<file path="src/rtl/clkctl_pkg.sv">
package clkctl_pkg;
   typedef enum logic [2:0] {
      ST_IDLE,
      ST_ADDR,
      ST_ADDR_ACK,
      ST_WR,
      ST_WR_ACK,
      ST_RD,
      ST_RD_ACK,
      ST_IGNORE
   } bus_state_e;
endpackage

</file>
<file path="src/rtl/clkctl_pin_filter.sv">
// Synchronizer followed by a persistence filter and edge detector for one bus line.
module clkctl_pin_filter #(
   parameter int SYNC_STAGES = 2,
   parameter int FILT_LEN    = 3,
   parameter bit RESET_LEVEL = 1'b1
) (
   input  logic clk,
   input  logic rst_n,
   input  logic pin_i,
   output logic level_o,
   output logic rise_o,
   output logic fall_o
);
   localparam int CW = (FILT_LEN < 2) ? 1 : $clog2(FILT_LEN);

   if (SYNC_STAGES < 2) begin : g_bad_sync
      $error("clkctl_pin_filter: SYNC_STAGES must be at least 2");
   end
   if (FILT_LEN < 0) begin : g_bad_filt
      $error("clkctl_pin_filter: FILT_LEN must not be negative");
   end

   logic [SYNC_STAGES-1:0] sync_q;
   logic                   synced;
   logic                   level_q;
   logic                   prev_q;

   always_ff @(posedge clk or negedge rst_n) begin
      if (!rst_n) sync_q <= {SYNC_STAGES{RESET_LEVEL}};
      else        sync_q <= {sync_q[SYNC_STAGES-2:0], pin_i};
   end

   assign synced = sync_q[SYNC_STAGES-1];

   if (FILT_LEN <= 1) begin : g_nofilt
      always_ff @(posedge clk or negedge rst_n) begin
         if (!rst_n) level_q <= RESET_LEVEL;
         else        level_q <= synced;
      end
   end else begin : g_filt
      logic [CW-1:0] cnt_q;
      always_ff @(posedge clk or negedge rst_n) begin
         if (!rst_n) begin
            level_q <= RESET_LEVEL;
            cnt_q   <= '0;
         end else if (synced == level_q) begin
            cnt_q <= '0;
         end else if (cnt_q == CW'(FILT_LEN - 1)) begin
            level_q <= synced;
            cnt_q   <= '0;
         end else begin
            cnt_q <= cnt_q + 1'b1;
         end
      end
   end

   always_ff @(posedge clk or negedge rst_n) begin
      if (!rst_n) prev_q <= RESET_LEVEL;
      else        prev_q <= level_q;
   end

   assign level_o = level_q;
   assign rise_o  = level_q & ~prev_q;
   assign fall_o  = ~level_q & prev_q;
endmodule

</file>
<file path="src/rtl/clkctl_regbank.sv">
// Control register bank with reset image, one write port and a 0xFF-filled read port.
module clkctl_regbank #(
   parameter int                 NREG    = 6,
   parameter int                 IW      = $clog2(NREG + 1),
   parameter logic [8*NREG-1:0]  RST_VAL = {{(NREG-1){8'hFF}}, 8'h00}
) (
   input  logic              clk,
   input  logic              rst_n,
   input  logic              we,
   input  logic [IW-1:0]     widx,
   input  logic [7:0]        wdata,
   input  logic [IW-1:0]     ridx,
   output logic [7:0]        rdata,
   output logic [8*NREG-1:0] regs_o
);
   for (genvar g = 0; g < NREG; g++) begin : g_reg
      logic [7:0] q;
      always_ff @(posedge clk or negedge rst_n) begin
         if (!rst_n)                        q <= RST_VAL[g*8 +: 8];
         else if (we && widx == IW'(g))     q <= wdata;
      end
      assign regs_o[g*8 +: 8] = q;
   end

   always_comb begin
      rdata = 8'hFF;
      for (int i = 0; i < NREG; i++) begin
         if (ridx == IW'(i)) rdata = regs_o[i*8 +: 8];
      end
   end
endmodule

</file>
<file path="src/rtl/clkctl_i2c_regs.sv">
// Two-wire bus target: address match, two framing bytes, streamed register write and read.
module clkctl_i2c_regs #(
   parameter logic [6:0]         DEV_ADDR    = 7'b1101001,
   parameter int                 NREG        = 6,
   parameter int                 SYNC_STAGES = 2,
   parameter int                 FILT_LEN    = 3,
   parameter logic [8*NREG-1:0]  RST_VAL     = {{(NREG-1){8'hFF}}, 8'h00}
) (
   input  logic              clk,
   input  logic              rst_n,
   input  logic              scl_i,
   input  logic              sda_i,
   output logic              sda_oe_o,
   output logic [8*NREG-1:0] regs_o
);
   import clkctl_pkg::*;

   localparam int IW       = $clog2(NREG + 1);
   localparam int WIW      = $clog2(NREG + 3);
   localparam int N_FRAME  = 2;

   if (NREG < 1 || NREG > 64) begin : g_bad_nreg
      $error("clkctl_i2c_regs: NREG must lie in 1..64");
   end

   logic scl_lvl, scl_rise, scl_fall;
   logic sda_lvl, sda_rise, sda_fall;

   clkctl_pin_filter #(.SYNC_STAGES(SYNC_STAGES), .FILT_LEN(FILT_LEN), .RESET_LEVEL(1'b1)) u_scl (
      .clk(clk), .rst_n(rst_n), .pin_i(scl_i),
      .level_o(scl_lvl), .rise_o(scl_rise), .fall_o(scl_fall));

   clkctl_pin_filter #(.SYNC_STAGES(SYNC_STAGES), .FILT_LEN(FILT_LEN), .RESET_LEVEL(1'b1)) u_sda (
      .clk(clk), .rst_n(rst_n), .pin_i(sda_i),
      .level_o(sda_lvl), .rise_o(sda_rise), .fall_o(sda_fall));

   logic start_evt, stop_evt;
   assign start_evt = sda_fall & scl_lvl;
   assign stop_evt  = sda_rise & scl_lvl;

   bus_state_e       state;
   logic [2:0]       bitcnt;
   logic [7:0]       shreg;
   logic [7:0]       txsh;
   logic             byte_done;
   logic             is_read;
   logic             m_ack;
   logic             sda_oe_q;
   logic [WIW-1:0]   wr_idx;
   logic [IW-1:0]    rd_idx;

   logic [7:0]       rx_next;
   logic             rx_last;
   logic [IW-1:0]    rd_inc;
   logic [WIW-1:0]   wr_inc;
   logic [IW-1:0]    rd_sel;
   logic [7:0]       rd_data;
   logic             wr_hit;
   logic [IW-1:0]    wr_reg;

   assign rx_next = {shreg[6:0], sda_lvl};
   assign rx_last = scl_rise && !byte_done && (bitcnt == 3'd7);
   assign rd_inc  = (rd_idx == IW'(NREG))           ? rd_idx : rd_idx + 1'b1;
   assign wr_inc  = (wr_idx == WIW'(NREG + N_FRAME)) ? wr_idx : wr_idx + 1'b1;
   assign rd_sel  = (state == ST_RD_ACK) ? rd_inc : '0;
   assign wr_reg  = IW'(wr_idx - WIW'(N_FRAME));
   assign wr_hit  = (state == ST_WR) && rx_last && !start_evt && !stop_evt &&
                    (wr_idx >= WIW'(N_FRAME)) && (wr_idx < WIW'(NREG + N_FRAME));

   clkctl_regbank #(.NREG(NREG), .IW(IW), .RST_VAL(RST_VAL)) u_bank (
      .clk(clk), .rst_n(rst_n),
      .we(wr_hit), .widx(wr_reg), .wdata(rx_next),
      .ridx(rd_sel), .rdata(rd_data), .regs_o(regs_o));

   always_ff @(posedge clk or negedge rst_n) begin
      if (!rst_n) begin
         state     <= ST_IDLE;
         bitcnt    <= '0;
         shreg     <= '0;
         txsh      <= '0;
         byte_done <= 1'b0;
         is_read   <= 1'b0;
         m_ack     <= 1'b0;
         sda_oe_q  <= 1'b0;
         wr_idx    <= '0;
         rd_idx    <= '0;
      end else if (start_evt) begin
         state     <= ST_ADDR;
         bitcnt    <= '0;
         byte_done <= 1'b0;
         sda_oe_q  <= 1'b0;
      end else if (stop_evt) begin
         state     <= ST_IDLE;
         byte_done <= 1'b0;
         sda_oe_q  <= 1'b0;
      end else begin
         unique case (state)
            ST_ADDR: begin
               if (scl_rise && !byte_done) begin
                  shreg  <= rx_next;
                  bitcnt <= bitcnt + 1'b1;
                  if (rx_last) begin
                     is_read <= rx_next[0];
                     if (rx_next[7:1] == DEV_ADDR) byte_done <= 1'b1;
                     else                          state     <= ST_IGNORE;
                  end
               end else if (scl_fall && byte_done) begin
                  byte_done <= 1'b0;
                  sda_oe_q  <= 1'b1;
                  state     <= ST_ADDR_ACK;
               end
            end
            ST_ADDR_ACK: begin
               if (scl_fall) begin
                  bitcnt <= '0;
                  if (is_read) begin
                     rd_idx   <= '0;
                     txsh     <= rd_data;
                     sda_oe_q <= ~rd_data[7];
                     state    <= ST_RD;
                  end else begin
                     wr_idx   <= '0;
                     sda_oe_q <= 1'b0;
                     state    <= ST_WR;
                  end
               end
            end
            ST_WR: begin
               if (scl_rise && !byte_done) begin
                  shreg  <= rx_next;
                  bitcnt <= bitcnt + 1'b1;
                  if (rx_last) begin
                     byte_done <= 1'b1;
                     wr_idx    <= wr_inc;
                  end
               end else if (scl_fall && byte_done) begin
                  byte_done <= 1'b0;
                  sda_oe_q  <= 1'b1;
                  state     <= ST_WR_ACK;
               end
            end
            ST_WR_ACK: begin
               if (scl_fall) begin
                  sda_oe_q <= 1'b0;
                  bitcnt   <= '0;
                  state    <= ST_WR;
               end
            end
            ST_RD: begin
               if (scl_fall) begin
                  if (bitcnt == 3'd7) begin
                     sda_oe_q <= 1'b0;
                     state    <= ST_RD_ACK;
                  end else begin
                     txsh     <= {txsh[6:0], 1'b0};
                     sda_oe_q <= ~txsh[6];
                     bitcnt   <= bitcnt + 1'b1;
                  end
               end
            end
            ST_RD_ACK: begin
               if (scl_rise) begin
                  m_ack <= ~sda_lvl;
               end else if (scl_fall) begin
                  if (m_ack) begin
                     rd_idx   <= rd_inc;
                     txsh     <= rd_data;
                     sda_oe_q <= ~rd_data[7];
                     bitcnt   <= '0;
                     state    <= ST_RD;
                  end else begin
                     state    <= ST_IGNORE;
                  end
               end
            end
            default: ;
         endcase
      end
   end

   assign sda_oe_o = sda_oe_q;
endmodule


</file>
<file path="config.mk">
export PLATFORM = sky130hd
export DESIGN_NAME = clkctl_i2c_regs
export DESIGN_NICKNAME = d
export VERILOG_FILES = /design/src/rtl/clkctl_pkg.sv /design/src/rtl/clkctl_pin_filter.sv /design/src/rtl/clkctl_regbank.sv /design/src/rtl/clkctl_i2c_regs.sv
export SDC_FILE = /design/constraint.sdc
export NUM_CORES = 1
export LEC_CHECK = 0
export BUFFER_PORTS_ARGS = -buffer_cell sky130_fd_sc_hd__buf_2
export CAP_MARGIN = 20
export CORE_AREA = 5 5 118 120
export DETAILED_ROUTE_END_ITERATION = 10
export DIE_AREA = 0 0 123 125
export PLACE_DENSITY = 0.6
export SKIP_CTS_REPAIR_TIMING = 1
export SYNTH_ARGS = -nofsm -noshare
export SYNTH_HDL_FRONTEND = slang
export SYNTH_SLANG_ARGS = --single-unit
</file>
<file path="constraint.sdc">
create_clock -name clk -period 2.7 [get_ports clk]
set_clock_uncertainty 0.2 [all_clocks]
set_input_delay 0 -clock clk [delete_from_list [all_inputs] [get_ports clk]]
set_output_delay 0 -clock clk [all_outputs]
set_load 0.02 [all_outputs]
</file>
Word-level counts from Yosys, hierarchy flattened
Index checks and enable logic that the tools add are counted.
{"block": "totals", "output_inout_bits": 49, "input_bits": 4, "word_cells": 228, "ff_bits": 91}
{"block": "classes", "magnitude_cmp": 2, "n_eq_ne": 59, "bitwise_logic": 16, "mux": 81, "n_addsub": 6, "reduce_logical": 40}
{"op": "3-bit 2-to-1 mux", "n": 31}
{"op": "7-bit 2-to-1 mux", "n": 7}
{"op": "8-bit 2-to-1 mux", "n": 6}
{"op": "4-bit != test (second input constant)", "n": 9}
{"op": "3-bit == test (second input constant)", "n": 9}
{"op": "5-bit != test (second input constant)", "n": 5}
{"op": "2-bit != test (second input constant)", "n": 11}
{"op": "7-bit case mux with 3 select lines", "n": 1}
{"op": "1-bit 2-to-1 mux", "n": 20}
{"op": "4-bit 2-to-1 mux", "n": 5}
{"op": "3-bit by 2-bit == test with 1-bit output (second input constant)", "n": 6}
{"op": "3-bit case mux with 6 select lines", "n": 1}
{"op": "9-bit AND reduction", "n": 2}
{"op": "8-bit AND reduction", "n": 2}
{"op": "3-bit != test (second input constant)", "n": 5}
{"op": "1-bit logical AND", "n": 14}
{"op": "3-bit case mux with 4 select lines", "n": 1}
{"op": "12-bit AND reduction", "n": 1}
{"op": "4-bit AND reduction", "n": 3}
{"op": "2-bit 2-to-1 mux", "n": 5}
{"op": "1-bit NOT", "n": 10}
{"op": "10-bit AND reduction", "n": 1}
{"op": "3-bit by 1-bit == test with 1-bit output (second input constant)", "n": 3}
{"op": "4-bit case mux with 2 select lines", "n": 1}
{"op": "other kinds (29)", "n": 45}

Longest topological paths before layout
Gate-level depths: netlist of run 1.
{"block": "logic_depth", "word_depth": 17, "depth_mapped": 10}

Modules after synthesis
A second synthesis of run 1 with hierarchy kept.
{"block": "hier_totals", "hier_cells": 395, "hier_area_um2": 4718.3}
{"mod": "clkctl_regbank", "area_each_um2": 2314.7, "instances": 1, "cells_per_inst": 162}
{"mod": "clkctl_i2c_regs", "area_each_um2": 1964.4, "instances": 1, "cells_per_inst": 207}
{"mod": "clkctl_pin_filter at u_sda", "area_each_um2": 224.0, "instances": 1, "cells_per_inst": 13}
{"mod": "clkctl_pin_filter at u_scl", "area_each_um2": 215.2, "instances": 1, "cells_per_inst": 13}

Least setup slack after synthesis of run 1
Ideal clock, no wire load.
{"block": "synth_path", "path_type": "reg2reg", "start": "register rd_idx[0]", "end": "register txsh[4]", "setup_slack_ns": 0.254, "path_stages_with_launch": 9, "period_less_slack_ns": 2.446, "arrival_time_ns": 2.111, "path_cell_list": "dfrtp_1 inv_1 ha_1 buf_2 nand2_2 xnor2_1 mux2_2 a22oi_1 o211ai_1"}
{"block": "synth_between", "elab_chain_cells": 14, "word_cells_on_any_way": 22}
{"item": "start: declaration", "line_no": "clkctl_i2c_regs.sv:50", "source": "logic [IW-1:0] rd_idx;"}
{"item": "start signal: assignment", "line_no": "clkctl_i2c_regs.sv:166", "source": "rd_idx <= rd_inc;"}
{"item": "3-bit by 1-bit adder with 3-bit output or 3-bit == test (tied branches)", "line_no": "clkctl_i2c_regs.sv:63", "source": "assign rd_inc = (rd_idx == IW'(NREG)) ? rd_idx : rd_idx + 1'b1;"}
{"item": "3-bit 2-to-1 mux *", "line_no": "clkctl_i2c_regs.sv:63"}
{"item": "3-bit 2-to-1 mux *", "line_no": "clkctl_i2c_regs.sv:65", "source": "assign rd_sel = (state == ST_RD_ACK) ? rd_inc : '0;"}
{"item": "3-bit logical NOT", "line_no": "clkctl_regbank.sv:28", "source": "if (ridx == IW'(i)) rdata = regs_o[i*8 +: 8];"}
{"item": "8-bit 2-to-1 mux (5 in series)", "line_no": "clkctl_regbank.sv:28"}
{"item": "8-bit 2-to-1 mux *", "line_no": "clkctl_regbank.sv:28"}
{"item": "7-bit 2-to-1 mux", "line_no": "clkctl_i2c_regs.sv:165", "source": "if (m_ack) begin"}
{"item": "7-bit 2-to-1 mux", "line_no": "clkctl_i2c_regs.sv:164", "source": "end else if (scl_fall) begin"}
{"item": "7-bit 2-to-1 mux", "line_no": "clkctl_i2c_regs.sv:162", "source": "if (scl_rise) begin"}
{"item": "7-bit case mux with 3 select lines *", "line_no": "clkctl_i2c_regs.sv:97", "source": "unique case (state)"}
{"item": "end signal: assignment", "line_no": "clkctl_i2c_regs.sv:118", "source": "txsh <= rd_data;"}
{"item": "end signal: assignment", "line_no": "clkctl_i2c_regs.sv:155", "source": "txsh <= {txsh[6:0], 1'b0};"}
{"item": "end signal: assignment", "line_no": "clkctl_i2c_regs.sv:167", "source": "txsh <= rd_data;"}
{"item": "end: declaration", "line_no": "clkctl_i2c_regs.sv:44", "source": "logic [7:0] txsh;"}
Mark *: on every way between the ends. The rest lies on a longest branch, timed or not. The select of a mux whose other input is x is not followed.
A chain may end at the register's enable or synchronous reset.

Worst setup path after layout of run 1
{"block": "layout_path", "start": "register rd_idx[0]", "end": "register txsh[3]"}
The elaborated chain is that of the path after synthesis.

==> results of run 1 <==
==> synthesized netlist by cell type, types with 5 or more instances <==
library cell / count / area [sq um]
sky130_fd_sc_hd__inv_1: 13 / 48.8
sky130_fd_sc_hd__o21ai_0: 15 / 75.1
sky130_fd_sc_hd__dfrtp_1: 43 / 1080
sky130_fd_sc_hd__nand2_1: 30 / 113
sky130_fd_sc_hd__nor2b_1: 6 / 37.5
sky130_fd_sc_hd__buf_2: 7 / 35.0
sky130_fd_sc_hd__a31oi_1: 9 / 56.3
sky130_fd_sc_hd__mux2i_1: 9 / 90.1
sky130_fd_sc_hd__clkbuf_1: 12 / 45.0
sky130_fd_sc_hd__nor3b_1: 11 / 82.6
sky130_fd_sc_hd__dfstp_2: 48 / 1260
sky130_fd_sc_hd__and3b_1: 5 / 43.8
sky130_fd_sc_hd__mux2_2: 44 / 495
sky130_fd_sc_hd__xnor2_1: 5 / 43.8
sky130_fd_sc_hd__o211ai_1: 5 / 37.5
sky130_fd_sc_hd__o31ai_1: 9 / 67.6
sky130_fd_sc_hd__nand3_1: 7 / 35.0
sky130_fd_sc_hd__nand2b_1: 8 / 50.1
sky130_fd_sc_hd__mux2_1: 15 / 169
sky130_fd_sc_hd__a21oi_1: 14 / 70.1
sky130_fd_sc_hd__ha_1: 10 / 125
sky130_fd_sc_hd__nor2_1: 26 / 97.6
sky130_fd_sc_hd__nor3_1: 10 / 50.1
sky130_fd_sc_hd__a211oi_1: 5 / 37.5
==> through the flow <==
| stage | util | hold WS, ns |
|---|---|---|
| 4_1_cts | 0.453 | -0.557 |
| 6_report | 0.456 | -0.0165 |
| 5_1_grt | 0.456 | 0.0495 |
| 3_3_place_gp | 0.427 | -0.201 |
| 3_5_place_dp | 0.427 | -0.193 |
| 2_1_floorplan | - | -0.496 |
==> flip-flops by register name, summed over array words and instances, names as in the netlist, 2 cells and up <==
name and cells:
state 3, txsh 7, u_scl.g_filt.cnt_q 2, u_scl.sync_q 2, rd_idx 3, wr_idx 4, u_bank.g.q 48, u_sda.g_filt.cnt_q 2
bitcnt 3, shreg 7, u_sda.sync_q 2
==> logic make-up after synthesis <==
kind of cell / after synthesis / synth area share
and+or+nand+nor: 135 / 0.157
AOI/OAI and AO/OA: 97 / 0.137
DFF: 91 / 0.473
muxes: 72 / 0.165
buffers and inverters: 36 / 0.0321
adders and majority gates: 10 / 0.0253
xor gates and xnor gates: 6 / 0.0106
==> area by class of cell <==
type | instances | share of cell area
multi-input cells | 320 | 0.418
flip-flops and latches | 91 | 0.398
inverters | 13 | 0.00831
clock inverters | 6 | 0.0160
repair buffers | 78 | 0.0814
clock buffers | 10 | 0.0407
well taps | 176 | 0.0375
==> per-layer routing <==
| layer | vias up | wire [microns] | track usage |
|---|---|---|---|
| li1 | 1791 | - | - |
| met4 | 0 | 255 | 0.0554 |
| met1 | 1914 | 5830 | 0.239 |
| met2 | 108 | 6510 | 0.286 |
| met5 | - | 0 | 0 |
| met3 | 17 | 524 | 0.0352 |
==> worst min-delay path by stage <==
stage,startpoint,endpoint,slack (ns),cells after the start
final,rst_n,shreg[3],-0.02,2
after global routing,rst_n,shreg[2],0.05,2
after CTS,rst_n,shreg[2],-0.56,1
after detailed placement,rst_n,shreg[3],-0.19,1
after global placement,rst_n,shreg[3],-0.20,1
after floorplan,rst_n,bitcnt[0],-0.50,0
==> where the power goes <==
part           switching [mW]  total, mW  leakage (nW)  internal, mW
Sequential              0.236       1.79          1.08          1.55
Combinational           0.703       1.25          1.48         0.542
Clock                   0.546       1.39         0.160         0.845
==> impl_summary.log, run 1 <==
INFO  metric synth.yosys.warnings = 0
INFO  metric placed_cells_incl_taps = 675
INFO  metric drt_first_iter_violations = 163
INFO  metric worst_slack_after_detailed_placement = 0.174 ns
INFO  metric cts_buffer_depth = 2
INFO  metric netlist-cell-type-count = 65
INFO  metric setup_repair_after_global_routing_missed_its_margin = no
INFO  metric postSynth.topFlopCell = sky130_fd_sc_hd__dfstp_2
INFO  metric hold-worst-slack = -0.0165 ns
INFO  metric synth_edf_count = 0
INFO  metric place.gp.congestion = 0.865
INFO  metric reg2reg_slack = 0.23 ns
INFO  metric synth_fp_nets = 461
INFO  metric clkSlewWorstSetupHoldPaths = 0.07 ns
INFO  metric totalNegativeSetupSlack = 0 ns
INFO  metric grt_first_pass_wirelength = 21500 microns
INFO  metric htree_num_levels = 3
INFO  metric hold_viol_final = 11
INFO  metric vdd_ir_drop_max = 343 uV
INFO  metric antenna_violations_before_repair = 0
INFO  metric cpMaxStageDelayCell = sky130_fd_sc_hd__or2_2
INFO  metric grt_pass1_vias = 3869
INFO  metric setup.worst_path.class = flop to flop
INFO  metric fin_crit_sh = 0.915
INFO  metric critPathBufInv = 1
INFO  metric crit_path_end_kind = flop
INFO  metric cp_num_cells = 7
INFO  metric powerDensity = 753 nW/um^2
INFO  metric layout.cells.most_common_list = sky130_fd_sc_hd__buf_2 (51), sky130_fd_sc_hd__dfstp_2 (48), sky130_fd_sc_hd__mux2_2 (44), sky130_fd_sc_hd__dfrtp_1 (43), sky130_fd_sc_hd__nand2_1 (29)
INFO  metric initial_standard_cell_utilization_of_the_core = 0.384
INFO  metric reg2reg_depth = 7
INFO  metric synth-seq-cells = 91
INFO  metric area.sequential = 2340 sq um
INFO  metric max_frequency = 405 MHz
INFO  metric global_route.overflow_total = 0
INFO  metric worst-slew-pin-transition = 0.592 ns
INFO  metric final_critical_path_setup_slack = 0.231 ns
INFO  metric drt_wirelength = 13100 microns
INFO  metric critPathCapture = txsh[3]
INFO  metric ys_seq_area_frac = 0.473
INFO  metric die_area = 15400 sq um
INFO  metric synth_async_reset_ratio = 1.00
INFO  metric clkSinkCount = 91
INFO  metric n_fill_cell = 1193
INFO  metric layout.cells.non_filler = 694
INFO  metric finalSetupViolCount = 0
INFO  metric grtUsageTotal = 0.177
INFO  metric wl_per_cell = 18.9 microns
INFO  metric hold_path_class = input port to asynchronous set/reset pin
INFO  metric dr_total_vias = 3830
INFO  metric initial_drt_pass_iterations = 5
INFO  metric rr_endpoint = txsh[3]
INFO  metric worst_r2r_startpoint = rd_idx[0]
INFO  metric crit_fanout = 15
INFO  metric syn2layout_area_growth = 18.8%
INFO  metric antenna_violating_nets_post_route = 0
INFO  metric worst_setup_path_start_kind = flop
INFO  metric critPathMaxStageDelay = 0.44 ns
INFO  metric timing_max_transition_violations_final = 0
INFO  metric boundary_pin_count = 53
INFO  metric placementRows = 42
INFO  metric maxSlewHeadroom = 0.605
INFO  metric syn-instance-count = 447
INFO  metric max_capacitance_violation_total = 0
INFO  metric crit_start = rd_idx[0]
INFO  metric grt_max_degree = 54
INFO  metric cp_data_arrival_time = 2.52 ns
INFO  metric core-area = 12900 sq um
INFO  metric cts_inserted_buffers = 9
INFO  metric chipHeight = 125 microns
INFO  metric power.total = 4.42 mW
INFO  metric outcome = finished, violations left
INFO  metric timing.critical_path.cells = inv_1 > ha_1 > and3b_1 > or2_2 > a211oi_1 > o41ai_1 > o31ai_1
INFO  metric via_per_inst = 5.52
INFO  metric final_nets = 527
INFO  metric final.min_clock_period = 2.47 ns
INFO  metric multi_input_area = 2460 sq um
INFO  metric postPlaceCellArea = 5500 sq um
INFO  metric cts.root.buffer_cell = sky130_fd_sc_hd__clkbuf_16
INFO  metric critical_path_required = 2.75 ns
INFO  metric chipWidth = 123 microns
INFO  metric dp.final_hpwl = 9460 microns
INFO  metric io_buffers = 52
INFO  metric post-route-drc-count = 0
INFO  metric synthesis.area = 4940 sq um
INFO  metric antenna_cells = 0
INFO  metric ratio_of_cells_with_drive_above_1_in_the_final_layout = 0.386
INFO  metric avgSynthCellArea = 11.1 sq um
INFO  metric final_common_cell = sky130_fd_sc_hd__buf_2
INFO  metric failing_checks = hold timing
INFO  metric worstSkewPairLatency = 0.34 ns
INFO  metric cts_tree = yes
INFO  metric cp_top_family = simple AND/OR/NAND/NOR gates
INFO  metric p_leak = 2.72 nW
INFO  metric postLayoutCellArea = 5870 sq um
No activity file was read; power rests on OpenSTA's default activity.
==> inputs of run 2 (changes only) <==
CELL_PAD_IN_SITES_DETAIL_PLACEMENT = 2   (was default)
CELL_PAD_IN_SITES_GLOBAL_PLACEMENT = 2   (was default)
CORE_AREA = 5 5 119 121   (was 5 5 118 120)
DIE_AREA = 0 0 124 126   (was 0 0 123 125)
PLACE_DENSITY = 0.82   (was 0.6)
==> impl_summary.log, run 2 (same netlist as run 1, synthesis figures left out) <==
INFO  metric combPwrFrac = 0.311
INFO  metric cts.root.buffer_cell = sky130_fd_sc_hd__clkbuf_16
INFO  metric critPathBufInv = 1
INFO  metric cellInternalPower = 2.75 mW
INFO  metric top_regs = u_bank.g.q: 48 flops, shreg: 7 flops, txsh: 7 flops
INFO  metric grt_max_degree = 52
INFO  metric post-route-drc-count = 0
INFO  metric drt_first_iter_violations = 152
INFO  metric net-switching-power = 1.71 mW
INFO  metric gr-max-usage-layer = met2
INFO  metric placementRows = 42
INFO  metric crit_fanout = 8
INFO  metric crit_path_end_kind = flop
INFO  metric boundary_pin_count = 53
INFO  metric final.min_clock_period = 2.56 ns
INFO  metric final_nets = 526
INFO  metric outcome = finished, violations left
INFO  metric largest-register = u_bank.g.q
INFO  metric met3_usage = 0.0386
INFO  metric timing_max_transition_violations_final = 0
INFO  metric critical-path-top-cell-by-count = sky130_fd_sc_hd__ha_1
INFO  metric n_fill_cell = 1342
INFO  metric cts_tree = yes
INFO  metric initial_standard_cell_utilization_of_the_core = 0.381
INFO  metric dr_total_vias = 4058
INFO  metric antenna_violations_before_repair = 0
INFO  metric hold_viol_final = 2
INFO  metric core-area = 13000 sq um
INFO  metric hold-worst-slack = -0.0144 ns
INFO  metric via_per_inst = 5.86
INFO  metric antenna_violating_nets_post_route = 0
INFO  metric cp_top_family = simple AND/OR/NAND/NOR gates
INFO  metric largest_register_ff_count = 48
INFO  metric layout.cells.most_common_list = sky130_fd_sc_hd__buf_2 (51), sky130_fd_sc_hd__dfstp_2 (48), sky130_fd_sc_hd__mux2_2 (44), sky130_fd_sc_hd__dfrtp_1 (43), sky130_fd_sc_hd__nand2_1 (29)
INFO  metric clkSinkCount = 91
INFO  metric maxSlewHeadroom = 0.533
INFO  metric chipHeight = 126 microns
INFO  metric place.gp.congestion = 0.878
INFO  metric syn2layout_area_growth = 17.8%
INFO  metric cts_inserted_buffers = 9
INFO  metric die_area = 15600 sq um
INFO  metric failing_checks = hold timing
INFO  metric max_frequency = 391 MHz
INFO  metric antenna_cells = 0
INFO  metric totalNegativeSetupSlack = 0 ns
INFO  metric htree_num_levels = 3
INFO  metric p_leak = 2.70 nW
INFO  metric drt_wirelength = 17300 microns
INFO  metric wl_per_cell = 24.9 microns
INFO  metric power.share.sequential = 0.409
INFO  metric clkSlewWorstSetupHoldPaths = 0.07 ns
INFO  metric worst-slew-pin-transition = 0.696 ns
INFO  metric grt_pass1_vias = 4665
INFO  metric powerDensity = 767 nW/um^2
INFO  metric setup.worst_path.class = flop to flop
INFO  metric cp_data_arrival_time = 2.59 ns
INFO  metric final_common_cell = sky130_fd_sc_hd__buf_2
INFO  metric setup_repair_after_global_routing_missed_its_margin = no
INFO  metric cts_buffer_depth = 2
INFO  metric ratio_of_cells_with_drive_above_1_in_the_final_layout = 0.387
INFO  metric worstSkewPairLatency = 0.36 ns
INFO  metric grt_first_pass_wirelength = 27800 microns
INFO  metric final_critical_path_setup_slack = 0.143 ns
INFO  metric max_capacitance_violation_total = 0
INFO  metric vdd_ir_drop_max = 367 uV
INFO  metric critical_path_required = 2.74 ns
INFO  metric fin_crit_sh = 0.947
INFO  metric timing.critical_path.cells = ha_1 > ha_1 > and4bb_1 > nand2b_1 > nor4_4 > buf_4 > nand2_4 > mux2_1
INFO  metric cpMaxStageDelayCell = sky130_fd_sc_hd__dfrtp_1
INFO  metric global_route.overflow_total = 0
INFO  metric dp.final_hpwl = 11900 microns
INFO  metric chipWidth = 124 microns
INFO  metric worst_setup_path_start_kind = flop
INFO  metric critPathMaxStageDelay = 0.38 ns
INFO  metric switching_share = 0.384
INFO  metric hold_path_class = input port to asynchronous set/reset pin
INFO  metric power.share.clock = 0.280
INFO  metric io_buffers = 52
INFO  metric grtUsageTotal = 0.235
INFO  metric finalSetupViolCount = 0
INFO  metric global_route.usage.met1 = 0.294
INFO  metric globalRouteMet2Util = 0.394
INFO  metric initial_drt_pass_iterations = 4
INFO  metric worst_slack_after_detailed_placement = 0.0776 ns
## run 2: final cells by class
type | instances | area (sq um) | share of cell area
clock buffer | 10 | 239 | 0.0410
clock inverter | 6 | 47.5 | 0.00816
inverter | 13 | 48.8 | 0.00838
multi-input combinational | 320 | 2460 | 0.423
sequential | 91 | 2340 | 0.401
tap | 176 | 220 | 0.0378
timing repair buffer | 77 | 470 | 0.0808
## run 2: routing by layer
metal	vias up	share of wire
met4	0	0.041
met3	45	0.041
met1	2113	0.42
li1	1787	-
met2	113	0.50
met5	-	0
## run 2: power groups by stage
stage | registers [mW] | logic (mW) | clock network (mW)
3_3_place_gp | 1.81 | 1.24 | 0
2_1_floorplan | 1.71 | 0.904 | 0
5_1_grt | 1.86 | 1.50 | 1.33
4_1_cts | 1.83 | 1.38 | 1.27
3_5_place_dp | 1.85 | 1.33 | 0
6_report | 1.83 | 1.39 | 1.25
## run 2: worst reg2reg max path: stages (launching register included)
cell	delay, ns
sky130_fd_sc_hd__dfrtp_1	0.38
sky130_fd_sc_hd__ha_1	0.18
sky130_fd_sc_hd__ha_1	0.25
sky130_fd_sc_hd__and4bb_1	0.27
sky130_fd_sc_hd__nand2b_1	0.19
sky130_fd_sc_hd__nor4_4	0.25
sky130_fd_sc_hd__buf_4	0.22
sky130_fd_sc_hd__nand2_4	0.13
sky130_fd_sc_hd__mux2_1	0.36
## run 2: final timing paths
path	slack (ns)	from	cells past startpoint	end
worst max-delay path	0.14	bitcnt[1]	8	u_bank.g_reg[0].q[1]
worst min-delay path	-0.01	rst_n	2	u_bank.g_reg[0].q[6]
min in group clk	0.09	scl_i	2	u_scl.sync_q[0]
worst min register to register	0.16	u_scl.sync_q[0]	0	u_scl.sync_q[1]
worst max register to register	0.14	bitcnt[1]	8	u_bank.g_reg[0].q[1]
max in group asynchronous	1.56	rst_n	3	u_scl.sync_q[0]
## run 2: per-stage QoR
stage,instance area [sq um],utilization,instances,hold WS [ns],power (mW)
after detailed placement,5500,0.423,674,-0.154,3.18
final,5830,0.449,693,-0.0144,4.47
after CTS,5780,0.445,690,-0.534,4.48
after global routing,5830,0.449,693,0.0498,4.69
after floorplan,4940,-,447,-0.496,2.61
after global placement,5500,0.423,674,-0.173,3.05
==> inputs of run 3 (changes only) <==
CORE_AREA = 5 5 125 127   (was 5 5 119 121)
DIE_AREA = 0 0 130 132   (was 0 0 124 126)
PLACE_DENSITY = 0.78   (was 0.82)
clock period = 2.1 ns   (was 2.7 ns; I/O delays follow)
==> impl_summary.log, run 3 (same netlist as run 1, synthesis figures left out) <==
INFO  metric critical_path_required = 2.18 ns
INFO  metric worstSkewPairLatency = 0.36 ns
INFO  metric grt_max_degree = 53
INFO  metric via_per_inst = 5.72
INFO  metric initial_drt_pass_iterations = 4
INFO  metric hold_path_class = input port to asynchronous set/reset pin
INFO  metric chipWidth = 130 microns
INFO  metric final.min_clock_period = 2.32 ns
INFO  metric power.total = 6.61 mW
INFO  metric antenna_violating_nets_post_route = 0
INFO  metric worst-slew-pin-transition = 0.530 ns
INFO  metric worst_setup_path_start_kind = flop
INFO  metric hold_viol_final = 4
INFO  metric antenna_cells = 0
INFO  metric postLayoutCellArea = 6800 sq um
INFO  metric cp_data_arrival_time = 2.40 ns
INFO  metric crit_path_end_kind = flop
INFO  metric layout.cells.most_common_list = sky130_fd_sc_hd__buf_4 (85), sky130_fd_sc_hd__buf_2 (51), sky130_fd_sc_hd__dfstp_2 (48), sky130_fd_sc_hd__mux2_2 (43), sky130_fd_sc_hd__dfrtp_1 (42)
INFO  metric antenna_violations_before_repair = 0
INFO  metric die_area = 17200 sq um
INFO  metric hold-worst-slack = -0.00631 ns
INFO  metric outcome = finished, violations left
INFO  metric place.gp.congestion = 0.852
INFO  metric maxSlewHeadroom = 0.647
INFO  metric chipHeight = 132 microns
INFO  metric htree_num_levels = 3
INFO  metric clkSinkCount = 91
INFO  metric clkSlewWorstSetupHoldPaths = 0.07 ns
INFO  metric grtUsageTotal = 0.219
INFO  metric post-route-drc-count = 0
INFO  metric final_common_cell = sky130_fd_sc_hd__buf_4
INFO  metric placed_cells_incl_taps = 735
INFO  metric multi_input_area = 2870 sq um
INFO  metric postPlaceCellArea = 6100 sq um
INFO  metric drt_first_iter_violations = 242
INFO  metric crit_fanout = 8
INFO  metric initial_standard_cell_utilization_of_the_core = 0.345
INFO  metric final_critical_path_setup_slack = -0.215 ns
INFO  metric top_regs = u_bank.g.q: 48 flops, shreg: 7 flops, txsh: 7 flops
INFO  metric core-area = 14300 sq um
INFO  metric grt_pass1_vias = 4826
INFO  metric timing_max_transition_violations_final = 0
INFO  metric finalSetupViolCount = 57
INFO  metric max_capacitance_violation_total = 0
INFO  metric wl_per_cell = 26.6 microns
INFO  metric largest_register_ff_count = 48
INFO  metric syn2layout_area_growth = 37.6%
INFO  metric max_frequency = 432 MHz
INFO  metric placementRows = 44
INFO  metric crit_start = bitcnt[0]
INFO  metric final_nets = 595
INFO  metric drt_wirelength = 20500 microns
INFO  metric ratio_of_cells_with_drive_above_1_in_the_final_layout = 0.560
INFO  metric failing_checks = hold timing, setup timing
INFO  metric global_route.overflow_total = 0
INFO  metric area.sequential = 2340 sq um
INFO  metric dp.final_hpwl = 13200 microns
INFO  metric powerDensity = 972 nW/um^2
INFO  metric fin_crit_sh = 1.10
INFO  metric boundary_pin_count = 53
INFO  metric grt_first_pass_wirelength = 28700 microns
INFO  metric n_fill_cell = 1463
INFO  metric dr_total_vias = 4404
INFO  metric vdd_ir_drop_max = 458 uV
INFO  metric largest-register = u_bank.g.q
INFO  metric io_buffers = 52
INFO  metric worst_r2r_startpoint = bitcnt[0]
INFO  metric cts.root.buffer_cell = sky130_fd_sc_hd__clkbuf_16
INFO  metric cts_buffer_depth = 2
INFO  metric layout.cells.non_filler = 770
INFO  metric cts_inserted_buffers = 9
INFO  metric p_leak = 3.14 nW
INFO  metric setup.worst_path.class = flop to flop
INFO  metric cts_tree = yes
INFO  metric setup_repair_after_global_routing_missed_its_margin = yes
==> run 3: cell count changes in the layout (fill, tap and decap cells not counted), sizes merged <==
cell / delta
clkinvlp: -1
buf: +68
or2: +1
clkinv: +1
inv: +1
clkbuf: -1
==> run 3: final cells by class <==
type,count,area share
clock inverters,7,0.00901
clock buffers,9,0.0331
well taps,184,0.0338
repair buffers,145,0.152
inverters,13,0.00717
multi-input cells,321,0.421
flip-flops and latches,91,0.344
==> run 3: worst max-delay path, stage by stage, from the launching register on <==
cell and delay (ns):
sky130_fd_sc_hd__dfrtp_1 0.37, sky130_fd_sc_hd__ha_2 0.20, sky130_fd_sc_hd__ha_4 0.16, sky130_fd_sc_hd__and4bb_2 0.32, sky130_fd_sc_hd__nand2b_4 0.10, sky130_fd_sc_hd__nor4_2 0.26
sky130_fd_sc_hd__nand2_1 0.12, sky130_fd_sc_hd__buf_4 0.22, sky130_fd_sc_hd__mux2_2 0.30
==> run 3: through the flow <==
| step | TNS (ns) | utilization | setup WS (ns) |
|---|---|---|---|
| global placement | -4.47 | 0.426 | -0.111 |
| floorplan | -4.24 | - | -0.155 |
| finish | -9.31 | 0.475 | -0.215 |
| CTS | -14.04 | 0.446 | -0.363 |
| global route | -12.83 | 0.475 | -0.264 |
| detailed placement | -10.92 | 0.426 | -0.303 |
==> run 3: path summary, 6_finish.rpt <==
check,slack (ns),cells past startpoint,to
worst max-delay path,-0.22,8,u_bank.g_reg[4].q[5]
worst min-delay path,-0.006,2,shreg[5]
worst max register to register,-0.22,8,u_bank.g_reg[4].q[5]
worst min register to register,0.16,0,u_sda.sync_q[1]
max in group asynchronous,0.97,3,u_bank.g_reg[2].q[2]
min in group clk,0.08,2,u_sda.sync_q[0]
==> run 3: power by group <==
part           internal, mW  switching [mW]  total (mW)  leakage [nW]
sequential             1.99           0.194        2.19          1.08
clock                 0.825           0.802        1.63         0.143
combinational          1.20            1.60        2.80          1.91
total                  4.02            2.60        6.61          3.14
==> run 3: routing by layer <==
layer,up-vias,routed length [microns],global-route usage
met3,36,897,0.0353
li1,1927,-,-
met2,120,10500,0.363
met1,2321,8500,0.286
met4,0,596,0.0803
met5,-,0,0
